[src/rtl/iir2_pkg.sv]
package iir2_pkg;

  localparam int CSEL_W   = 3;
  localparam int NUM_COEF = 5;

  localparam logic [CSEL_W-1:0] SEL_B0 = 3'd0;
  localparam logic [CSEL_W-1:0] SEL_B1 = 3'd1;
  localparam logic [CSEL_W-1:0] SEL_B2 = 3'd2;
  localparam logic [CSEL_W-1:0] SEL_A1 = 3'd3;
  localparam logic [CSEL_W-1:0] SEL_A2 = 3'd4;

  // Multiply-accumulate sequence, one product per state
  typedef enum logic [2:0] {
    ST_IDLE = 3'd0,
    ST_Y    = 3'd1,
    ST_S1A  = 3'd2,
    ST_S1B  = 3'd3,
    ST_S2A  = 3'd4,
    ST_S2B  = 3'd5
  } mac_st_e;

endpackage

[src/rtl/iir2_coef_bank.sv]
module iir2_coef_bank
  import iir2_pkg::*;
#(
  parameter int DATA_W = 16
) (
  input  logic                     clk,
  input  logic                     rst_n,
  input  logic                     wr,
  input  logic [CSEL_W-1:0]        sel,
  input  logic [DATA_W-1:0]        wdata,
  output logic signed [DATA_W-1:0] b0,
  output logic signed [DATA_W-1:0] b1,
  output logic signed [DATA_W-1:0] b2,
  output logic signed [DATA_W-1:0] a1,
  output logic signed [DATA_W-1:0] a2,
  output logic                     clr
);

  logic [DATA_W-1:0] coef_q [NUM_COEF];
  logic [DATA_W-1:0] coef_n [NUM_COEF];
  logic [NUM_COEF-1:0] en;

  for (genvar i = 0; i < NUM_COEF; i++) begin : g_coef
    always_comb begin
      en[i]     = wr && (sel == CSEL_W'(i));
      coef_n[i] = en[i] ? wdata : coef_q[i];
    end

    always_ff @(posedge clk or negedge rst_n) begin
      if (!rst_n) coef_q[i] <= '0;
      else        coef_q[i] <= coef_n[i];
    end
  end

  always_comb begin
    clr = |en;
    b0  = $signed(coef_q[SEL_B0]);
    b1  = $signed(coef_q[SEL_B1]);
    b2  = $signed(coef_q[SEL_B2]);
    a1  = $signed(coef_q[SEL_A1]);
    a2  = $signed(coef_q[SEL_A2]);
  end

  // an unused select code leaves every coefficient untouched
  assert_ignore_sel_R8: assert property (@(posedge clk) disable iff (!rst_n)
    (wr && sel > SEL_A2) |=> ($stable(b0) && $stable(b1) && $stable(b2) &&
                              $stable(a1) && $stable(a2)));

  // a write to a1 lands in a1 on the next cycle
  assert_load_a1_R2: assert property (@(posedge clk) disable iff (!rst_n)
    (wr && sel == SEL_A1) |=> (a1 == $signed($past(wdata))));

endmodule

[src/rtl/iir2_stab_chk.sv]
module iir2_stab_chk #(
  parameter int DATA_W = 16
) (
  input  logic signed [DATA_W-1:0] a1,
  input  logic signed [DATA_W-1:0] a2,
  output logic                     stable
);

  localparam int CW = DATA_W + 3;
  localparam logic signed [CW-1:0] ONE = CW'(64'd1 << (DATA_W - 1));
  localparam logic [DATA_W-1:0] A2_NEG_ONE = {1'b1, {(DATA_W-1){1'b0}}};

  logic signed [CW-1:0] a1x2, a2x, sum_p, sum_m;

  always_comb begin
    // a1 carries one fewer fraction bit, so double it to align with a2
    a1x2   = {{2{a1[DATA_W-1]}}, a1, 1'b0};
    a2x    = {{3{a2[DATA_W-1]}}, a2};
    sum_p  = ONE + a1x2 + a2x;
    sum_m  = ONE - a1x2 + a2x;
    stable = (a2 != $signed(A2_NEG_ONE)) && (sum_p > 0) && (sum_m > 0);
  end

endmodule

[src/rtl/iir2_mac_dp.sv]
module iir2_mac_dp
  import iir2_pkg::*;
#(
  parameter int DATA_W = 16,
  parameter int ACC_W  = 40
) (
  input  logic                     clk,
  input  logic                     rst_n,
  input  logic                     clr,
  input  logic                     in_vld,
  input  logic [DATA_W-1:0]        in_x,
  input  logic signed [DATA_W-1:0] b0,
  input  logic signed [DATA_W-1:0] b1,
  input  logic signed [DATA_W-1:0] b2,
  input  logic signed [DATA_W-1:0] a1,
  input  logic signed [DATA_W-1:0] a2,
  input  logic                     stable,
  output logic                     out_vld,
  output logic [DATA_W-1:0]        out_y
);

  localparam int PROD_W = 2 * DATA_W;
  localparam int FRAC   = DATA_W - 1;
  localparam logic signed [ACC_W-1:0] Y_MAX = ACC_W'((64'd1 << FRAC) - 64'd1);
  localparam logic signed [ACC_W-1:0] Y_MIN = -Y_MAX - ACC_W'(1);
  localparam logic signed [ACC_W-1:0] RND   = ACC_W'(64'd1 << (FRAC - 1));

  mac_st_e st_q, st_n;
  logic signed [DATA_W-1:0] xr_q, xr_n, yr_q, yr_n, oy_q, oy_n;
  logic signed [ACC_W-1:0]  s1_q, s1_n, s2_q, s2_n, acc_q, acc_n;
  logic                     ov_q, ov_n;

  logic signed [DATA_W-1:0] m_coef, m_op, yq;
  logic signed [PROD_W-1:0] prod;
  logic signed [ACC_W-1:0]  prod_x, ysum, yrnd;

  // Operand selection for the shared multiplier
  always_comb begin
    unique case (st_q)
      ST_S1A:  begin m_coef = b1; m_op = xr_q; end
      ST_S1B:  begin m_coef = a1; m_op = yr_q; end
      ST_S2A:  begin m_coef = b2; m_op = xr_q; end
      ST_S2B:  begin m_coef = a2; m_op = yr_q; end
      default: begin m_coef = b0; m_op = xr_q; end
    endcase
    prod   = m_coef * m_op;
    prod_x = {{(ACC_W-PROD_W){prod[PROD_W-1]}}, prod};
    ysum   = prod_x + s1_q;
    yrnd   = (ysum + RND) >>> FRAC;
    if (yrnd > Y_MAX)      yq = Y_MAX[DATA_W-1:0];
    else if (yrnd < Y_MIN) yq = Y_MIN[DATA_W-1:0];
    else                   yq = yrnd[DATA_W-1:0];
  end

  // Next-state logic
  always_comb begin
    st_n  = st_q;
    xr_n  = xr_q;
    yr_n  = yr_q;
    oy_n  = oy_q;
    s1_n  = s1_q;
    s2_n  = s2_q;
    acc_n = acc_q;
    ov_n  = 1'b0;
    unique case (st_q)
      ST_IDLE: if (in_vld) begin
        xr_n = $signed(in_x);
        st_n = ST_Y;
      end
      ST_Y: begin
        yr_n = stable ? yq : xr_q;
        st_n = ST_S1A;
      end
      ST_S1A: begin
        acc_n = prod_x + s2_q;
        st_n  = ST_S1B;
      end
      ST_S1B: begin
        // a1 has 14 fraction bits: one left shift restores alignment
        if (stable) s1_n = acc_q - (prod_x <<< 1);
        st_n = ST_S2A;
      end
      ST_S2A: begin
        acc_n = prod_x;
        st_n  = ST_S2B;
      end
      ST_S2B: begin
        if (stable) s2_n = acc_q - prod_x;
        oy_n = yr_q;
        ov_n = 1'b1;
        st_n = ST_IDLE;
      end
      default: st_n = ST_IDLE;
    endcase
    if (clr) begin
      s1_n = '0;
      s2_n = '0;
      ov_n = 1'b0;
      oy_n = oy_q;
      st_n = ST_IDLE;
    end
  end

  // Registers
  always_ff @(posedge clk or negedge rst_n) begin
    if (!rst_n) begin
      st_q  <= ST_IDLE;
      xr_q  <= '0;
      yr_q  <= '0;
      oy_q  <= '0;
      s1_q  <= '0;
      s2_q  <= '0;
      acc_q <= '0;
      ov_q  <= 1'b0;
    end else begin
      st_q  <= st_n;
      xr_q  <= xr_n;
      yr_q  <= yr_n;
      oy_q  <= oy_n;
      s1_q  <= s1_n;
      s2_q  <= s2_n;
      acc_q <= acc_n;
      ov_q  <= ov_n;
    end
  end

  always_comb begin
    out_vld = ov_q;
    out_y   = oy_q;
  end

  // the valid pulse lasts one cycle and closes the sequence
  assert_vld_pulse_R9: assert property (@(posedge clk) disable iff (!rst_n)
    ov_q |=> !ov_q);
  assert_vld_origin_R9: assert property (@(posedge clk) disable iff (!rst_n)
    ov_q |-> ($past(st_q) == ST_S2B));

  // a coefficient load empties both delay states
  assert_state_clear_R8: assert property (@(posedge clk) disable iff (!rst_n)
    clr |=> (s1_q == '0 && s2_q == '0 && st_q == ST_IDLE));

  // with an unstable denominator the output copies the sample
  assert_bypass_R7: assert property (@(posedge clk) disable iff (!rst_n)
    (ov_q && !stable) |-> (oy_q == xr_q));

  // out-of-range results clip to the end of the range
  assert_sat_hi_R5: assert property (@(posedge clk) disable iff (!rst_n)
    (st_q == ST_Y && stable && yrnd > Y_MAX) |=> (yr_q == Y_MAX[DATA_W-1:0]));
  assert_sat_lo_R5: assert property (@(posedge clk) disable iff (!rst_n)
    (st_q == ST_Y && stable && yrnd < Y_MIN) |=> (yr_q == Y_MIN[DATA_W-1:0]));

endmodule

[src/rtl/iir2_section.sv]
module iir2_section
  import iir2_pkg::*;
#(
  parameter int DATA_W = 16,
  parameter int ACC_W  = 40
) (
  input  logic              clk,
  input  logic              rst_n,
  input  logic              coef_wr,
  input  logic [CSEL_W-1:0] coef_sel,
  input  logic [DATA_W-1:0] coef_data,
  input  logic              in_vld,
  input  logic [DATA_W-1:0] in_x,
  output logic              out_vld,
  output logic [DATA_W-1:0] out_y,
  output logic              stable
);

  logic [1:0] rsync_q;
  logic       rst_i_n;
  logic       clr;
  logic signed [DATA_W-1:0] b0, b1, b2, a1, a2;

  // Asynchronous assertion, synchronous release
  always_ff @(posedge clk or negedge rst_n) begin
    if (!rst_n) rsync_q <= 2'b00;
    else        rsync_q <= {rsync_q[0], 1'b1};
  end
  assign rst_i_n = rsync_q[1];

  iir2_coef_bank #(.DATA_W(DATA_W)) u_coef (
    .clk   (clk),
    .rst_n (rst_i_n),
    .wr    (coef_wr),
    .sel   (coef_sel),
    .wdata (coef_data),
    .b0    (b0),
    .b1    (b1),
    .b2    (b2),
    .a1    (a1),
    .a2    (a2),
    .clr   (clr)
  );

  iir2_stab_chk #(.DATA_W(DATA_W)) u_stab (
    .a1     (a1),
    .a2     (a2),
    .stable (stable)
  );

  iir2_mac_dp #(.DATA_W(DATA_W), .ACC_W(ACC_W)) u_dp (
    .clk     (clk),
    .rst_n   (rst_i_n),
    .clr     (clr),
    .in_vld  (in_vld),
    .in_x    (in_x),
    .b0      (b0),
    .b1      (b1),
    .b2      (b2),
    .a1      (a1),
    .a2      (a2),
    .stable  (stable),
    .out_vld (out_vld),
    .out_y   (out_y)
  );

  // a2 of exactly -1 can never be reported as stable
  assert_a2_edge_R6: assert property (@(posedge clk) disable iff (!rst_i_n)
    (a2 == $signed({1'b1, {(DATA_W-1){1'b0}}})) |-> !stable);

endmodule

[config.mk]
export PLATFORM = sky130hd
export DESIGN_NAME = iir2_section
export DESIGN_NICKNAME = d
export VERILOG_FILES = /design/src/rtl/iir2_pkg.sv /design/src/rtl/iir2_coef_bank.sv /design/src/rtl/iir2_stab_chk.sv /design/src/rtl/iir2_mac_dp.sv /design/src/rtl/iir2_section.sv
export SDC_FILE = /design/constraint.sdc
export NUM_CORES = 2
export LEC_CHECK = 0
export ABC_AREA = 1
export BUFFER_PORTS_ARGS = -buffer_cell sky130_fd_sc_hd__buf_2
export CAP_MARGIN = 20
export CORE_MARGIN = 2
export CORE_UTILIZATION = 40
export CTS_BUF_LIST = sky130_fd_sc_hd__clkbuf_8
export DETAILED_ROUTE_END_ITERATION = 7
export GPL_TIMING_DRIVEN = 0
export PLACE_DENSITY_LB_ADDON = 0.1
export SLEW_MARGIN = 5
export SYNTH_ARGS = -nofsm -noshare
export SYNTH_HDL_FRONTEND = slang
export SYNTH_SLANG_ARGS = --single-unit
[constraint.sdc]
create_clock -name clk -period 11.4 [get_ports clk]
set_input_delay 1.71 -clock clk [delete_from_list [all_inputs] [get_ports clk]]
set_output_delay 1.71 -clock clk [all_outputs]
set_load 0.02 [all_outputs]
==> run metrics <==
status completed; Avg WL per Cell 19.96 um; top-area cell type share of the netlist area between 20% and 30%; dominant synthesized flop cell dfrtp_1; Async SR Flop Fraction 100.0%; Synth-to-Final Area Change 11.02%; vias in the first global route 28,670; slew of the pin with the lowest slew margin 1080 ps; CTS tree yes; max-cap viol count 0; clock sink count 254; Crit Path Max Fanout 10; nets roughly 5,000; Yosys warning count 0; IO buf count 56; initial DRC count around 1,600; Finish-stage setup viols 0; Root Buffer Master clkbuf_8; Worst-path clk slew 60 ps; DRC violations left 0; Die H between 200 and 300 um; Clk Latency, worst-skew pair slightly below 700 ps; Die W approximately 280 um; Die Footprint approximately 80,000 um^2; cell with the most instances after synthesis nand2_1; share of layout cells above drive strength 1 roughly 7.6%; post-DP HPWL around 92,000 um; Seq/Total Area, Yosys 20.32%; count of cell types in the netlist between 50 and 60; DR pass1 iterations 7; via count 27,980; WL final between 100,000 and 150,000 um; critical path capture point type flip-flop; remaining antenna violation count after routing 0; Slew Limit Fails 0; Vias/cell 5.158; CP required about 12,000 ps; EDFF count, synth 0; Hold Slack roughly 350 ps; r2r setup slk 500 ps; Final Cycle Share between 90% and 100%; top post-synthesis cells by count nand2_1, inv_1, nor2_1; total track usage a little over a quarter; Crit path largest cell delay around 600 ps; core outline area 77,470 um^2; # IOs 57; GRT Residual Overflow 0; wire length of the first global-routing pass around 170,000 um; largest area contributor in the netlist dfrtp_1; CTS buffer count 51; initial core utilization 40.38%; post-route clock skew 63.53 ps; cell count after synthesis 4,199; Seq cells post-synth between 200 and 300; Worst path slowest cell fa_1; H-tree depth 2; final worst path period need approximately 11,000 ps; row count approximately 100; synthesized area ~31,000 um^2; Max Fclk 91.71 MHz; Max Root-Sink Buffers 3; relative slew slack between 20 and 30%; Hold Vio Cnt, Final 0; initial antenna violation count 2; Critical Path Start Type flip-flop; largest net degree at the start of global routing 63; syn avg cell area approximately 7.4 um^2; Hold/Removal Path Class flip-flop to flip-flop; critical path arrival around 11,000 ps; critical path type flip-flop to flip-flop; ranking of synthesized cells by area dfrtp_1, fa_1, ha_1; syn_nets 4,835; GP Congestion about 0.92
state kept, by name, summed over array words and instances, names as in the netlist:
signal and count:
u_dp.acc_q 40, u_dp.s1_q 40, u_dp.s2_q 40, u_coef.a1 16
u_coef.a2 16, u_coef.b0 16, u_coef.b1 16, u_coef.b2 16
u_dp.out_y 16, u_dp.xr_q 16, u_dp.yr_q 16, u_dp.st_q 3
rsync_q 2, u_dp.out_vld 1
stage by stage:
step,cells,instance area [um^2],utilization [%],setup WS (ps),TNS [ps]
final,5425,34730,44.83,495.5,0
after floorplan,4199,31280,-,2048,0
after detailed placement,5301,32990,42.59,-2036,-69720
after global routing,5425,34730,44.83,-19.21,-29.10
after CTS,5404,34380,44.39,44.31,0
after global placement,5295,32860,42.42,-2138,-81580
cells by family after synthesis:
kind of cell | share of synthesized area (%)
and+or+nand+nor | 20.18
buffers and inverters | 9.980
AOI/OAI and AO/OA | 14.68
adders and majority gates | 30.29
DFF | 20.32
xor gates and xnor gates | 4.504
other | 0.01199
muxes | 0.03600
layout by cell type, fill, tap and decap left out, types with 10 or more instances in the layout:
| master | synthesis | final |
|---|---|---|
| o21a_1 | 27 | 27 |
| clkinv_2 | 0 | 14 |
| buf_4 | 2 | 32 |
| xor2_1 | 89 | 88 |
| dfrtp_1 | 254 | 251 |
| nor4_1 | 15 | 13 |
| nor2_1 | 398 | 394 |
| or2_2 | 24 | 24 |
| fa_1 | 267 | 267 |
| a21boi_0 | 10 | 10 |
| xnor2_1 | 70 | 69 |
| clkbuf_1 | 62 | 48 |
| clkbuf_2 | 0 | 12 |
| buf_2 | 11 | 66 |
| ha_1 | 330 | 327 |
| o21ai_1 | 14 | 15 |
| a21o_1 | 21 | 21 |
| nand3_1 | 94 | 94 |
| nand2_2 | 11 | 19 |
| o21bai_1 | 10 | 10 |
| o22ai_1 | 43 | 43 |
| clkbuf_8 | 0 | 63 |
| a21oi_1 | 323 | 317 |
| nand4_1 | 27 | 27 |
| clkinvlp_4 | 0 | 11 |
| o2111ai_1 | 10 | 10 |
| inv_1 | 723 | 721 |
| nor3_1 | 34 | 31 |
| o21ai_0 | 244 | 237 |
| a221oi_1 | 11 | 11 |
| a31oi_1 | 34 | 34 |
| o221ai_1 | 14 | 13 |
| nand2_1 | 936 | 927 |
final timing paths:
check,start,cells past startpoint,endpoint
worst max-delay path,u_dp.st_q[0],51,u_dp.yr_q[12]
worst min-delay path,rsync_q[0],0,rsync_q[1]
worst max register to register,u_dp.st_q[0],51,u_dp.yr_q[12]
worst min register to register,rsync_q[0],0,rsync_q[1]
max in group asynchronous,rsync_q[1],2,u_coef.b0[5]
min in group asynchronous,rsync_q[1],0,u_dp.acc_q[9]
final cells by class:
cell class                 count  area [um^2]
buffer                        81        384.1
inverter                     736         2821
timing repair buffer          95        703.2
sequential                   254         6362
tap                         1040         1301
antenna                        2        5.005
fill                        8181        42740
clock buffer                  63        867.1
clock inverter                27        236.5
multi-input combinational   3127        22040
repair_timing:
| item | 4_1_cts | 5_1_grt |
|---|---|---|
| setup buffers | 13 | 20 |
| resized for setup | 52 | 59 |
| hold buffers | 0 | 0 |
| endpoints found under the setup margin | 80 | 19 |
| hold endpoints to repair | 0 | 0 |
| pin swaps | 7 | 3 |
per-layer routing:
layer	vias to the layer above	GRT usage, %	share of wire, %
met5	-	0	0.012
met2	607	46.56	48
met3	168	2.484	3.6
met1	13410	35.42	45
li1	13790	-	-
met4	2	8.955	3.6
worst max-delay path: cells and delay by family, from the launching register on:
| family | cells | cell delay (ps) |
|---|---|---|
| adder cells (fa/ha/maj) | 9 | 4230 |
| AND/OR/NAND/NOR | 24 | 3640 |
| buffers and inverters | 13 | 1860 |
| AO/OA/AOI/OAI | 4 | 460 |
| flip-flops | 1 | 450 |
| XOR/XNOR | 1 | 90 |
Power is not shown: default switching activity piles up to over one toggle a cycle in this logic, so the estimate is an artifact.
